<file path="config.mk">
export PLATFORM = sky130hd
export DESIGN_NAME = par_bus_sampler
export DESIGN_NICKNAME = d
export VERILOG_FILES = /design/src/rtl/psw_pkg.sv /design/src/rtl/psw_sync.sv /design/src/rtl/psw_capture_detect.sv /design/src/rtl/psw_item_hold.sv /design/src/rtl/psw_word_pack.sv /design/src/rtl/par_bus_sampler.sv
export SDC_FILE = /design/constraint.sdc
export NUM_CORES = 1
export LEC_CHECK = 0
export ABC_AREA = 1
export BUFFER_PORTS_ARGS = -buffer_cell sky130_fd_sc_hd__buf_2
export CAP_MARGIN = 0
export CORE_MARGIN = 10
export CORE_UTILIZATION = 55
export CTS_BUF_LIST = sky130_fd_sc_hd__clkbuf_4 sky130_fd_sc_hd__clkbuf_8
export DETAILED_ROUTE_END_ITERATION = 10
export HOLD_SLACK_MARGIN = 0.02
export PLACE_DENSITY_LB_ADDON = 0.05
export REMOVE_ABC_BUFFERS = 1
export SLEW_MARGIN = 20
export SYNTH_ARGS = -nofsm -noshare
export SYNTH_HDL_FRONTEND = slang
export SYNTH_HIERARCHICAL = 1
export SYNTH_SLANG_ARGS = --single-unit
</file>
<file path="constraint.sdc">
create_clock -name clk -period 2.4 [get_ports clk]
set_input_delay 0.12 -clock clk [delete_from_list [all_inputs] [get_ports clk]]
set_output_delay 0.12 -clock clk [all_outputs]
set_load 0.1 [all_outputs]
</file>
<file path="src/rtl/psw_pkg.sv">
package psw_pkg;
  typedef enum logic {
    ORD_LSB_FIRST = 1'b0,
    ORD_MSB_FIRST = 1'b1
  } word_order_e;

  typedef enum logic {
    EDGE_RISE = 1'b0,
    EDGE_FALL = 1'b1
  } edge_sel_e;
endpackage

</file>
<file path="src/rtl/psw_sync.sv">
module psw_sync #(
  parameter int W = 9
) (
  input  logic         clk,
  input  logic         rst_n,
  input  logic [W-1:0] async_i,
  output logic [W-1:0] sync_o
);
  for (genvar b = 0; b < W; b++) begin : g_bit
    logic meta_q;
    logic stab_q;
    always_ff @(posedge clk or negedge rst_n) begin
      if (!rst_n) begin
        meta_q <= 1'b0;
        stab_q <= 1'b0;
      end else begin
        meta_q <= async_i[b];
        stab_q <= meta_q;
      end
    end
    assign sync_o[b] = stab_q;
  end
endmodule

</file>
<file path="src/rtl/psw_capture_detect.sv">
module psw_capture_detect
  import psw_pkg::*;
#(
  parameter int DATA_W = 8
) (
  input  logic              clk,
  input  logic              rst_n,
  input  logic              smp_clk_i,
  input  logic [DATA_W-1:0] smp_data_i,
  input  logic              clk_present_i,
  input  logic              edge_fall_i,
  output logic              cap_o,
  output logic [DATA_W-1:0] cap_data_o
);
  logic              prev_clk_q,  prev_clk_d;
  logic [DATA_W-1:0] prev_data_q, prev_data_d;
  logic              clk_moved, data_moved, edge_match, prev_en;
  edge_sel_e         edge_sel;

  always_comb begin
    edge_sel    = edge_sel_e'(edge_fall_i);
    clk_moved   = (smp_clk_i != prev_clk_q);
    data_moved  = (smp_data_i != prev_data_q);
    edge_match  = (edge_sel == EDGE_RISE) ? smp_clk_i : !smp_clk_i;
    cap_o       = clk_present_i ? (clk_moved && edge_match) : data_moved;
    cap_data_o  = smp_data_i;
    prev_en     = clk_moved || data_moved;
    prev_clk_d  = smp_clk_i;
    prev_data_d = smp_data_i;
  end

  always_ff @(posedge clk or negedge rst_n) begin
    if (!rst_n) begin
      prev_clk_q  <= 1'b0;
      prev_data_q <= '0;
    end else if (prev_en) begin
      prev_clk_q  <= prev_clk_d;
      prev_data_q <= prev_data_d;
    end
  end

  AST_STABLE_NO_CAPTURE: assert property (@(posedge clk) disable iff (!rst_n)
    ($stable(smp_clk_i) && $stable(smp_data_i)) |-> !cap_o);

  AST_RISE_MODE_LOW_CLK: assert property (@(posedge clk) disable iff (!rst_n)
    (clk_present_i && !edge_fall_i && !smp_clk_i) |-> !cap_o);

  AST_FALL_MODE_HIGH_CLK: assert property (@(posedge clk) disable iff (!rst_n)
    (clk_present_i && edge_fall_i && smp_clk_i) |-> !cap_o);
endmodule

</file>
<file path="src/rtl/psw_item_hold.sv">
module psw_item_hold #(
  parameter int DATA_W = 8,
  parameter int TS_W   = 32
) (
  input  logic              clk,
  input  logic              rst_n,
  input  logic              cap_i,
  input  logic [DATA_W-1:0] cap_data_i,
  input  logic [TS_W-1:0]   ts_i,
  output logic              item_valid_o,
  output logic [DATA_W-1:0] item_data_o,
  output logic [TS_W-1:0]   item_ts_start_o,
  output logic [TS_W-1:0]   item_ts_end_o
);
  logic              held_vld_q,  held_vld_d;
  logic [DATA_W-1:0] held_data_q, held_data_d;
  logic [TS_W-1:0]   held_ts_q,   held_ts_d;
  logic              out_vld_q,   out_vld_d;
  logic [DATA_W-1:0] out_data_q,  out_data_d;
  logic [TS_W-1:0]   out_ts0_q,   out_ts0_d;
  logic [TS_W-1:0]   out_ts1_q,   out_ts1_d;
  logic              hold_en, out_en;

  always_comb begin
    hold_en     = cap_i;
    held_vld_d  = 1'b1;
    held_data_d = cap_data_i;
    held_ts_d   = ts_i;
    out_vld_d   = cap_i && held_vld_q;
    out_en      = out_vld_d;
    out_data_d  = held_data_q;
    out_ts0_d   = held_ts_q;
    out_ts1_d   = ts_i;
  end

  always_ff @(posedge clk or negedge rst_n) begin
    if (!rst_n) begin
      held_vld_q  <= 1'b0;
      held_data_q <= '0;
      held_ts_q   <= '0;
    end else if (hold_en) begin
      held_vld_q  <= held_vld_d;
      held_data_q <= held_data_d;
      held_ts_q   <= held_ts_d;
    end
  end

  always_ff @(posedge clk or negedge rst_n) begin
    if (!rst_n) begin
      out_vld_q <= 1'b0;
    end else begin
      out_vld_q <= out_vld_d;
    end
  end

  always_ff @(posedge clk or negedge rst_n) begin
    if (!rst_n) begin
      out_data_q <= '0;
      out_ts0_q  <= '0;
      out_ts1_q  <= '0;
    end else if (out_en) begin
      out_data_q <= out_data_d;
      out_ts0_q  <= out_ts0_d;
      out_ts1_q  <= out_ts1_d;
    end
  end

  assign item_valid_o    = out_vld_q;
  assign item_data_o     = out_data_q;
  assign item_ts_start_o = out_ts0_q;
  assign item_ts_end_o   = out_ts1_q;

  AST_FIRST_ITEM_SILENT: assert property (@(posedge clk) disable iff (!rst_n)
    (cap_i && !held_vld_q) |=> !item_valid_o);

  AST_ITEM_SPAN_NONZERO: assert property (@(posedge clk) disable iff (!rst_n)
    item_valid_o |-> (item_ts_end_o != item_ts_start_o));
endmodule

</file>
<file path="src/rtl/psw_word_pack.sv">
module psw_word_pack
  import psw_pkg::*;
#(
  parameter int DATA_W    = 8,
  parameter int MAX_ITEMS = 4,
  parameter int TS_W      = 32,
  localparam int CNT_W    = $clog2(MAX_ITEMS + 1),
  localparam int WORD_W   = DATA_W * MAX_ITEMS
) (
  input  logic              clk,
  input  logic              rst_n,
  input  logic              cap_i,
  input  logic [DATA_W-1:0] cap_data_i,
  input  logic [TS_W-1:0]   ts_i,
  input  logic [CNT_W-1:0]  ipw_i,
  input  logic              order_i,
  input  logic              cfg_chg_i,
  output logic              word_valid_o,
  output logic [WORD_W-1:0] word_data_o,
  output logic [TS_W-1:0]   word_ts_start_o,
  output logic [TS_W-1:0]   word_ts_end_o
);
  logic [CNT_W-1:0]  cnt_q,   cnt_d;
  logic [WORD_W-1:0] acc_q,   acc_d;
  logic [TS_W-1:0]   first_q, first_d;
  logic              cnt_en,  acc_en;
  logic [CNT_W-1:0]  ipw_eff, slot_k;
  logic              last_item;
  word_order_e       order;
  int unsigned       slot_pos;
  logic [WORD_W-1:0] placed;

  logic              wv_q,  wv_d;
  logic [WORD_W-1:0] wd_q,  wd_d;
  logic [TS_W-1:0]   wt0_q, wt0_d;
  logic [TS_W-1:0]   wt1_q, wt1_d;
  logic              wout_en;

  always_comb begin
    if (ipw_i == '0)                          ipw_eff = CNT_W'(1);
    else if (ipw_i > CNT_W'(MAX_ITEMS))       ipw_eff = CNT_W'(MAX_ITEMS);
    else                                      ipw_eff = ipw_i;
    order    = word_order_e'(order_i);
    slot_k   = cfg_chg_i ? '0 : cnt_q;
    slot_pos = (order == ORD_MSB_FIRST)
             ? (int'(ipw_eff) - 1 - int'(slot_k))
             : int'(slot_k);
    placed   = {{(WORD_W-DATA_W){1'b0}}, cap_data_i} << (slot_pos * DATA_W);
    last_item = ((slot_k + 1'b1) == ipw_eff);

    acc_d   = ((slot_k == '0) ? '0 : acc_q) | placed;
    first_d = (slot_k == '0) ? ts_i : first_q;
    acc_en  = cap_i;

    cnt_en  = cap_i || cfg_chg_i;
    if (cap_i) cnt_d = last_item ? '0 : (slot_k + 1'b1);
    else       cnt_d = '0;

    wv_d    = cap_i && last_item;
    wout_en = wv_d;
    wd_d    = acc_d;
    wt0_d   = first_d;
    wt1_d   = ts_i;
  end

  always_ff @(posedge clk or negedge rst_n) begin
    if (!rst_n) begin
      cnt_q <= '0;
    end else if (cnt_en) begin
      cnt_q <= cnt_d;
    end
  end

  always_ff @(posedge clk or negedge rst_n) begin
    if (!rst_n) begin
      acc_q   <= '0;
      first_q <= '0;
    end else if (acc_en) begin
      acc_q   <= acc_d;
      first_q <= first_d;
    end
  end

  always_ff @(posedge clk or negedge rst_n) begin
    if (!rst_n) begin
      wv_q <= 1'b0;
    end else begin
      wv_q <= wv_d;
    end
  end

  always_ff @(posedge clk or negedge rst_n) begin
    if (!rst_n) begin
      wd_q  <= '0;
      wt0_q <= '0;
      wt1_q <= '0;
    end else if (wout_en) begin
      wd_q  <= wd_d;
      wt0_q <= wt0_d;
      wt1_q <= wt1_d;
    end
  end

  assign word_valid_o    = wv_q;
  assign word_data_o     = wd_q;
  assign word_ts_start_o = wt0_q;
  assign word_ts_end_o   = wt1_q;

  AST_COUNT_IN_RANGE: assert property (@(posedge clk) disable iff (!rst_n)
    cnt_q < CNT_W'(MAX_ITEMS));

  AST_CFG_CHANGE_CLEARS: assert property (@(posedge clk) disable iff (!rst_n)
    (cfg_chg_i && !cap_i) |=> (cnt_q == '0));

  AST_WORD_START_NOT_LATER: assert property (@(posedge clk) disable iff (!rst_n)
    (word_valid_o && ipw_eff == CNT_W'(1) && $stable(ipw_eff)) |-> (word_ts_start_o == word_ts_end_o));
endmodule

</file>
<file path="src/rtl/par_bus_sampler.sv">
module par_bus_sampler #(
  parameter int DATA_W    = 8,
  parameter int MAX_ITEMS = 4,
  parameter int TS_W      = 32,
  localparam int IPW_W    = $clog2(MAX_ITEMS + 1),
  localparam int WORD_W   = DATA_W * MAX_ITEMS,
  localparam int CFG_W    = IPW_W + 3
) (
  input  logic              clk,
  input  logic              rst_n,
  input  logic              bus_clk_i,
  input  logic [DATA_W-1:0] bus_data_i,
  input  logic              clk_present_i,
  input  logic              edge_fall_i,
  input  logic [IPW_W-1:0]  items_per_word_i,
  input  logic              order_msb_first_i,
  output logic              item_valid_o,
  output logic [DATA_W-1:0] item_data_o,
  output logic [TS_W-1:0]   item_ts_start_o,
  output logic [TS_W-1:0]   item_ts_end_o,
  output logic              word_valid_o,
  output logic [WORD_W-1:0] word_data_o,
  output logic [TS_W-1:0]   word_ts_start_o,
  output logic [TS_W-1:0]   word_ts_end_o
);
  logic [DATA_W:0]   sync_bus;
  logic              cap;
  logic [DATA_W-1:0] cap_data;
  logic [TS_W-1:0]   ts_q, ts_d;
  logic [CFG_W-1:0]  cfg_now, cfg_q;
  logic              cfg_chg;

  psw_sync #(.W(DATA_W + 1)) u_sync (
    .clk     (clk),
    .rst_n   (rst_n),
    .async_i ({bus_clk_i, bus_data_i}),
    .sync_o  (sync_bus)
  );

  psw_capture_detect #(.DATA_W(DATA_W)) u_detect (
    .clk           (clk),
    .rst_n         (rst_n),
    .smp_clk_i     (sync_bus[DATA_W]),
    .smp_data_i    (sync_bus[DATA_W-1:0]),
    .clk_present_i (clk_present_i),
    .edge_fall_i   (edge_fall_i),
    .cap_o         (cap),
    .cap_data_o    (cap_data)
  );

  always_comb begin
    ts_d    = ts_q + 1'b1;
    cfg_now = {clk_present_i, edge_fall_i, order_msb_first_i, items_per_word_i};
    cfg_chg = (cfg_now != cfg_q);
  end

  always_ff @(posedge clk or negedge rst_n) begin
    if (!rst_n) begin
      ts_q  <= '0;
      cfg_q <= '0;
    end else begin
      ts_q  <= ts_d;
      cfg_q <= cfg_now;
    end
  end

  psw_item_hold #(.DATA_W(DATA_W), .TS_W(TS_W)) u_item (
    .clk             (clk),
    .rst_n           (rst_n),
    .cap_i           (cap),
    .cap_data_i      (cap_data),
    .ts_i            (ts_q),
    .item_valid_o    (item_valid_o),
    .item_data_o     (item_data_o),
    .item_ts_start_o (item_ts_start_o),
    .item_ts_end_o   (item_ts_end_o)
  );

  psw_word_pack #(.DATA_W(DATA_W), .MAX_ITEMS(MAX_ITEMS), .TS_W(TS_W)) u_pack (
    .clk             (clk),
    .rst_n           (rst_n),
    .cap_i           (cap),
    .cap_data_i      (cap_data),
    .ts_i            (ts_q),
    .ipw_i           (items_per_word_i),
    .order_i         (order_msb_first_i),
    .cfg_chg_i       (cfg_chg),
    .word_valid_o    (word_valid_o),
    .word_data_o     (word_data_o),
    .word_ts_start_o (word_ts_start_o),
    .word_ts_end_o   (word_ts_end_o)
  );

  AST_ITEM_FROM_CAPTURE: assert property (@(posedge clk) disable iff (!rst_n)
    item_valid_o |-> $past(cap));

  AST_WORD_FROM_CAPTURE: assert property (@(posedge clk) disable iff (!rst_n)
    word_valid_o |-> $past(cap));

  AST_WORD_END_MATCHES_ITEM: assert property (@(posedge clk) disable iff (!rst_n)
    (word_valid_o && item_valid_o) |-> (word_ts_end_o == item_ts_end_o));

  AST_RESET_QUIET: assert property (@(posedge clk)
    !rst_n |-> (!item_valid_o && !word_valid_o));
endmodule

</file>
After elaboration in Yosys (flattened, before gate mapping). Index checks and enable logic that the tools add are counted.

Input bits: 17. Register bits: 343. Word-level logic and storage cells: 65. Output and inout port bits: 170.

Reduce and logical (&&, ||, !) cells: 8. Bitwise operators: 1. Equality and inequality tests: 4. Magnitude comparators: 1. Multiplexer cells: 10. Add/sub/neg operators: 4. Shift-type cells: 1.

Operators by type and width (number): $mux W32 (2); $add A32 B1 Y32 const B (1); $or A32 B32 Y32 (1); $shl A8 B32 Y32 (1); $mux W29 (1); $sub A29 B4 Y29 (1); $mux W3 (5); $ne A8 B8 Y1 (1); $logic_not A3 Y1 (2); $ne A6 B6 Y1 (1); $sub A3 B1 Y4 const B (1); $add A3 B1 Y3 const B (1); $eq A3 B3 Y1 (1); $gt A3 B3 Y1 const B (1); $logic_and A1 B1 Y1 (3); $logic_or A1 B1 Y1 (2); $mux W1 (2); $logic_not A1 Y1 (1); $ne A1 B1 Y1 (1).

Depth between registers and ports, before layout.
Word-level depth: 8. Mapped depth: 19. Mapped depth without buffers: 18.

Cells and area by module. Netlist, hierarchy kept.

By module, submodules not included: psw_word_pack (times used 1, cells an instance 979, area an instance 7787.5 µm²); psw_item_hold (times used 1, cells an instance 486, area an instance 4832.1 µm²); par_bus_sampler (times used 1, cells an instance 240, area an instance 1953.1 µm²); psw_sync (times used 1, cells an instance 27, area an instance 518.0 µm²); psw_capture_detect (times used 1, cells an instance 59, area an instance 479.2 µm²).

Least setup slack after synthesis. Ideal clock, no wire load.

Kind: register to register. Start point: reg cfg_q[1]. End point: reg u_pack.acc_q[21]. Stages on the path, launching flop included: 17. Period minus slack after synthesis: 2609 ps. Library setup time: 66 ps. Slack: -209 ps. Arrival: 2544 ps. Cells stage by stage: dfrtp_1 > or2_2 > a21oi_1 > nand3_1 > inv_2 > nand2_1 > inv_1 > ha_1 > fa_1 > inv_1 > nand2_1 > o21ai_0 > nand3_1 > buf_2 > o21bai_1 > nand2_1 > nand2_1.

Cells in the longest elaborated chain, start to end: 6. Elaborated cells on any way between the ends: 8. Classes of those cells: add/sub: 1; eq/ne: 1; shift: 1; mux: 3; bitwise: 1; reduce/logical: 1.

Ends and longest elaborated chain: start, declared (RTL line par_bus_sampler.sv:30) `logic [CFG_W-1:0] cfg_now, cfg_q;`; start signal, assigned (RTL line par_bus_sampler.sv:63) `cfg_q <= cfg_now;`; $ne A6 B6 Y1 (*) (RTL line par_bus_sampler.sv:54) `cfg_chg = (cfg_now != cfg_q);`; via cfg_chg (RTL line par_bus_sampler.sv:31) `logic cfg_chg;`; $mux W3 (*) (RTL line psw_word_pack.sv:44) `slot_k = cfg_chg_i ? '0 : cnt_q;`; $sub A29 B4 Y29 (RTL line psw_word_pack.sv:46) `? (int'(ipw_eff) - 1 - int'(slot_k))`; $mux W29 (RTL line psw_word_pack.sv:46); $shl A8 B32 Y32 (RTL line psw_word_pack.sv:48) `placed = {{(WORD_W-DATA_W){1'b0}}, cap_data_i} << (slot_pos * DATA_W);`; $or A32 B32 Y32 (*) (RTL line psw_word_pack.sv:51) `acc_d = ((slot_k == '0) ? '0 : acc_q) | placed;`; end signal, assigned (RTL line psw_word_pack.sv:76) `acc_q <= '0;`; end signal, assigned (RTL line psw_word_pack.sv:79) `acc_q <= acc_d;`; end, declared (RTL line psw_word_pack.sv:24) `logic [WORD_W-1:0] acc_q, acc_d;`.

Mark *: on every way through the listed nets, which the timed path passes. The rest lies on a longest branch. A chain may end at the register's enable or synchronous reset.

Worst setup path after layout.
Start point: reg cfg_q[1]. End point: reg u_pack.wd_q[17] (netlist: u_pack/word_data_o[17]).

Cells in the longest elaborated chain, start to end: 6. Elaborated cells on any way between the ends: 11. Classes of those cells: add/sub: 2; eq/ne: 2; shift: 1; mux: 3; bitwise: 1; reduce/logical: 2.

Ends and longest elaborated chain: $ne A6 B6 Y1 (*) (RTL line par_bus_sampler.sv:54); via cfg_chg (RTL line par_bus_sampler.sv:31); $mux W3 (*) (RTL line psw_word_pack.sv:44); $sub A29 B4 Y29 (RTL line psw_word_pack.sv:46); $mux W29 (RTL line psw_word_pack.sv:46); $shl A8 B32 Y32 (RTL line psw_word_pack.sv:48); $or A32 B32 Y32 (RTL line psw_word_pack.sv:51); end signal, assigned (RTL line psw_word_pack.sv:98) `wd_q <= wd_d;`; end, declared (RTL line psw_word_pack.sv:34) `logic [WORD_W-1:0] wd_q, wd_d;`.

Marked as above.

==> results by group <==
Run status
  • Outcome: complete, but fails checks
  • Failing checks: negative setup slack

Synthesis
  • Syn avg cell area: 8.69 sq um
  • Register bit total from synthesis: 343
  • Sequential area share after synthesis: 55.1%
  • Mapped cell area: 15600 sq um
  • Count of unique library cells instantiated by Yosys: 32
  • Cells after Synth: 1791
  • YS warnings: 6

Timing
  • Part of the cycle the worst path needs: 109%
  • Worst slew pin tran: 593 ps
  • Slew margin rel.: 60.5%
  • Worst hold margin: 62.3 ps
  • RSZ-0062 raised after global routing: true
  • Fmax: 383 MHz
  • Final WS setup: -208 ps
  • # setup viols final: 126
  • Final worst path period need: 2610 ps
  • Setup TNS: -11100 ps
  • Skew final: 20.8 ps
  • Fin. max-slew vios: 0
  • Hold Fails Final Rpt: 0

Clocking
  • CTS HTree Levels: 2
  • Worst skew pair latency: 590 ps
  • Number of CTS-inserted buffers: 56
  • TritonCTS clock tree: done
  • Clk slew on worst S/H paths: 70 ps
  • Max Root-Sink Buffers: 3
  • Clock sinks: 343
  • CTS Root Cell: clkbuf_8

Setup path
  • Reg2Reg Setup Slack: -210 ps
  • Setup crit end kind: flop
  • CP Launch Type: flop
  • CP Max Fanout: 7
  • Worst EP required: 2930 ps
  • Critical R2R Capture: u_pack/word_data_o[17]
  • Worst R2R Start: cfg_q[1]
  • Worst Reg-to-Reg Cells: 16
  • Crit path DAT: 3130 ps
  • CP Class: flop to flop

Global route
  • Vias in the first global route: 12.6k
  • First-pass GRT wire length: 66.4 mm
  • Initial antenna violation count: 0
  • Tot GR Track Use: 22.6%
  • Met1 usage: 31.1%
  • Global routing's busiest layer: met2
  • M2 GR Usage: 35.6%
  • Overflow after GRT: 0
  • Met3 Use GR: 4.73%
  • Largest net degree at the start of global routing: 85

Final layout
  • Area delta synth->final: 24.5%
  • Number of nets in the layout: 2048
  • Commonest non-fill, non-tap cell in the layout: nand2_1
  • Final design instance area without fill: 19400 sq um
  • Most frequent cells in the layout: 731 x nand2_1, 342 x dfrtp_1, 185 x buf_2
  • Finished Core Util: 69.6%
  • Inserted Diodes: 0
  • Final instance count without filler cells: 2442
  • Layout cells sized above 1: 25.2%

Power
  • PD cells: 740 nW/um^2
  • Max VDD drop: 0.498 mV
  • Final Total Pwr: 14.4 mW
  • LEAKAGE: 10.3 nW

Floorplan
  • Core ar.: 27900 sq um
  • Die area: 35400 sq um
  • Initial Utilization: 55.9%
  • Cell row count: 61
  • Die Ht: 188 um
  • Io pins: 187
  • Die X: 188 um

Placement
  • HPWL after detailed placement: 25.2 mm
  • Cell total after placement: 2300
  • Placed Area: 16900 sq um
  • Buffers on Ports: 186
  • RePlAce Congestion: 0.843
  • Pre-CTS WS: -371 ps

Detailed routing
  • Vias/cell: 5.16
  • 1st-iter DRT viols: 808
  • Vias: 12.6k
  • DR pass1 iterations: 6
  • WL/cell: 17.1 um
  • Final WL: 41.9 mm
  • DRC Markers: 0
  • Antenna Violating Nets Remaining: 0

Job
  • Max Cap Violations: 0

Worst hold path
  • Type of the worst min-delay path: input port to asynchronous set/reset pin
## repair_timing
| action | 4_1_cts | 5_1_grt |
|---|---|---|
| gates cloned | 7 | 6 |
| gates resized for setup | 92 | 78 |
| buffers inserted | 15 | 2 |
| pin swaps | 37 | 30 |
| hold buffers | 16 | 0 |
| endpoints found under the setup margin | 132 | 181 |
| hold endpoints to repair | 321 | 0 |
## critical path, cell delays in order, from the launching register on
cell and delay (ps):
dfrtp_1 380, or2_4 230, a21oi_2 130, nand3_1 120, inv_2 100, nand2_2 60
inv_2 70, ha_4 140, fa_1 410, inv_2 100, nand2_2 60, o21ai_2 80
nand3_4 170, buf_12 200, o21bai_4 160, nand2_1 80, nand2_1 60
## per-layer routing
| layer | vias up | wire length [um] | part of all wire (%) |
|---|---|---|---|
| met3 | 55 | 2940 | 7.0 |
| met5 | - | 0 | 0 |
| li1 | 6000 | - | - |
| met4 | 0 | 733 | 1.8 |
| met1 | 6131 | 18700 | 45 |
| met2 | 423 | 19500 | 46 |
## flip-flops by register name, summed over array words and instances (netlist names), 9 cells and up
register and cells:
ts_q 32, u_item/held_ts_q 32, u_item/item_ts_end_o 32, u_item/item_ts_start_o 32, u_pack/acc_q 32, u_pack/first_q 32
u_pack/word_data_o 32, u_pack/word_ts_end_o 32, u_pack/word_ts_start_o 32, u_sync/g_bit.meta_q 9, u_sync/g_bit.stab_q 9
## where the power goes
group / total [mW] / switching [mW] / leakage, nW / internal (mW)
Combinational: 2.79 / 2.19 / 5.07 / 0.599
Sequential: 6.21 / 0.158 / 4.58 / 6.06
Clock: 5.35 / 2.31 / 0.647 / 3.03
## worst max-delay path by stage
| stage | startpoint | to | slack [ps] | depth (start not counted) |
|---|---|---|---|---|
| after floorplan | u_sync/g_bit[7].stab_q | u_pack/cnt_q[1] | -5410 | 9 |
| after global placement | cfg_q[1] | u_pack/acc_q[17] | -290 | 16 |
| after detailed placement | cfg_q[1] | u_pack/acc_q[25] | -370 | 16 |
| after CTS | cfg_q[3] | u_pack/acc_q[11] | -120 | 15 |
| after global routing | cfg_q[5] | u_pack/word_data_o[17] | -350 | 17 |
| final | cfg_q[1] | u_pack/word_data_o[17] | -210 | 16 |
## synth_stat cells
library cell	number	area, sq um
nand2_1	743	2790
dfrtp_1	343	8580
inv_1	140	526
o21ai_0	130	651
nor2_1	70	263
o21bai_1	64	480
nand3_1	50	250
nand3_2	50	500
clkbuf_1	32	120
buf_2	30	150
buf_4	29	218
xor2_1	20	175
xnor2_1	10	87.6
buf_12	8	160
nand3b_1	8	60.1
nor2_4	8	90.1
buf_6	7	78.8
ha_1	7	87.6
buf_1	6	22.5
nor2_2	6	37.5
nand2_2	5	31.3
o21ai_1	5	25.0
nand2_4	4	45.0
a21oi_1	3	15.0
buf_8	3	45.0
inv_2	3	11.3
or2_1	2	12.5
clkinv_1	1	3.75
fa_1	1	20.0
nor2_8	1	20.0
nor3_1	1	5.00
or2_2	1	6.26
## logic make-up (layout without fill, tap and decap cells)
kind of cell	count (synthesis)	after routing	synth area share [%]
xor+xnor	30	30	1.69
fa+ha+maj	8	8	0.691
buf+inv	259	532	8.57
flops	343	343	55.1
compound gates	202	202	7.52
simple gates	949	949	26.4
## area by class of cell
type	instances	area, sq um
inverter	144	544
sequential	343	8590
tap	378	473
timing repair buffer	289	2370
fill	2185	8470
clock inverter	8	40.0
clock buffer	91	1160
multi-input combinational	1189	6210
Power figures use the tool's default switching activity.
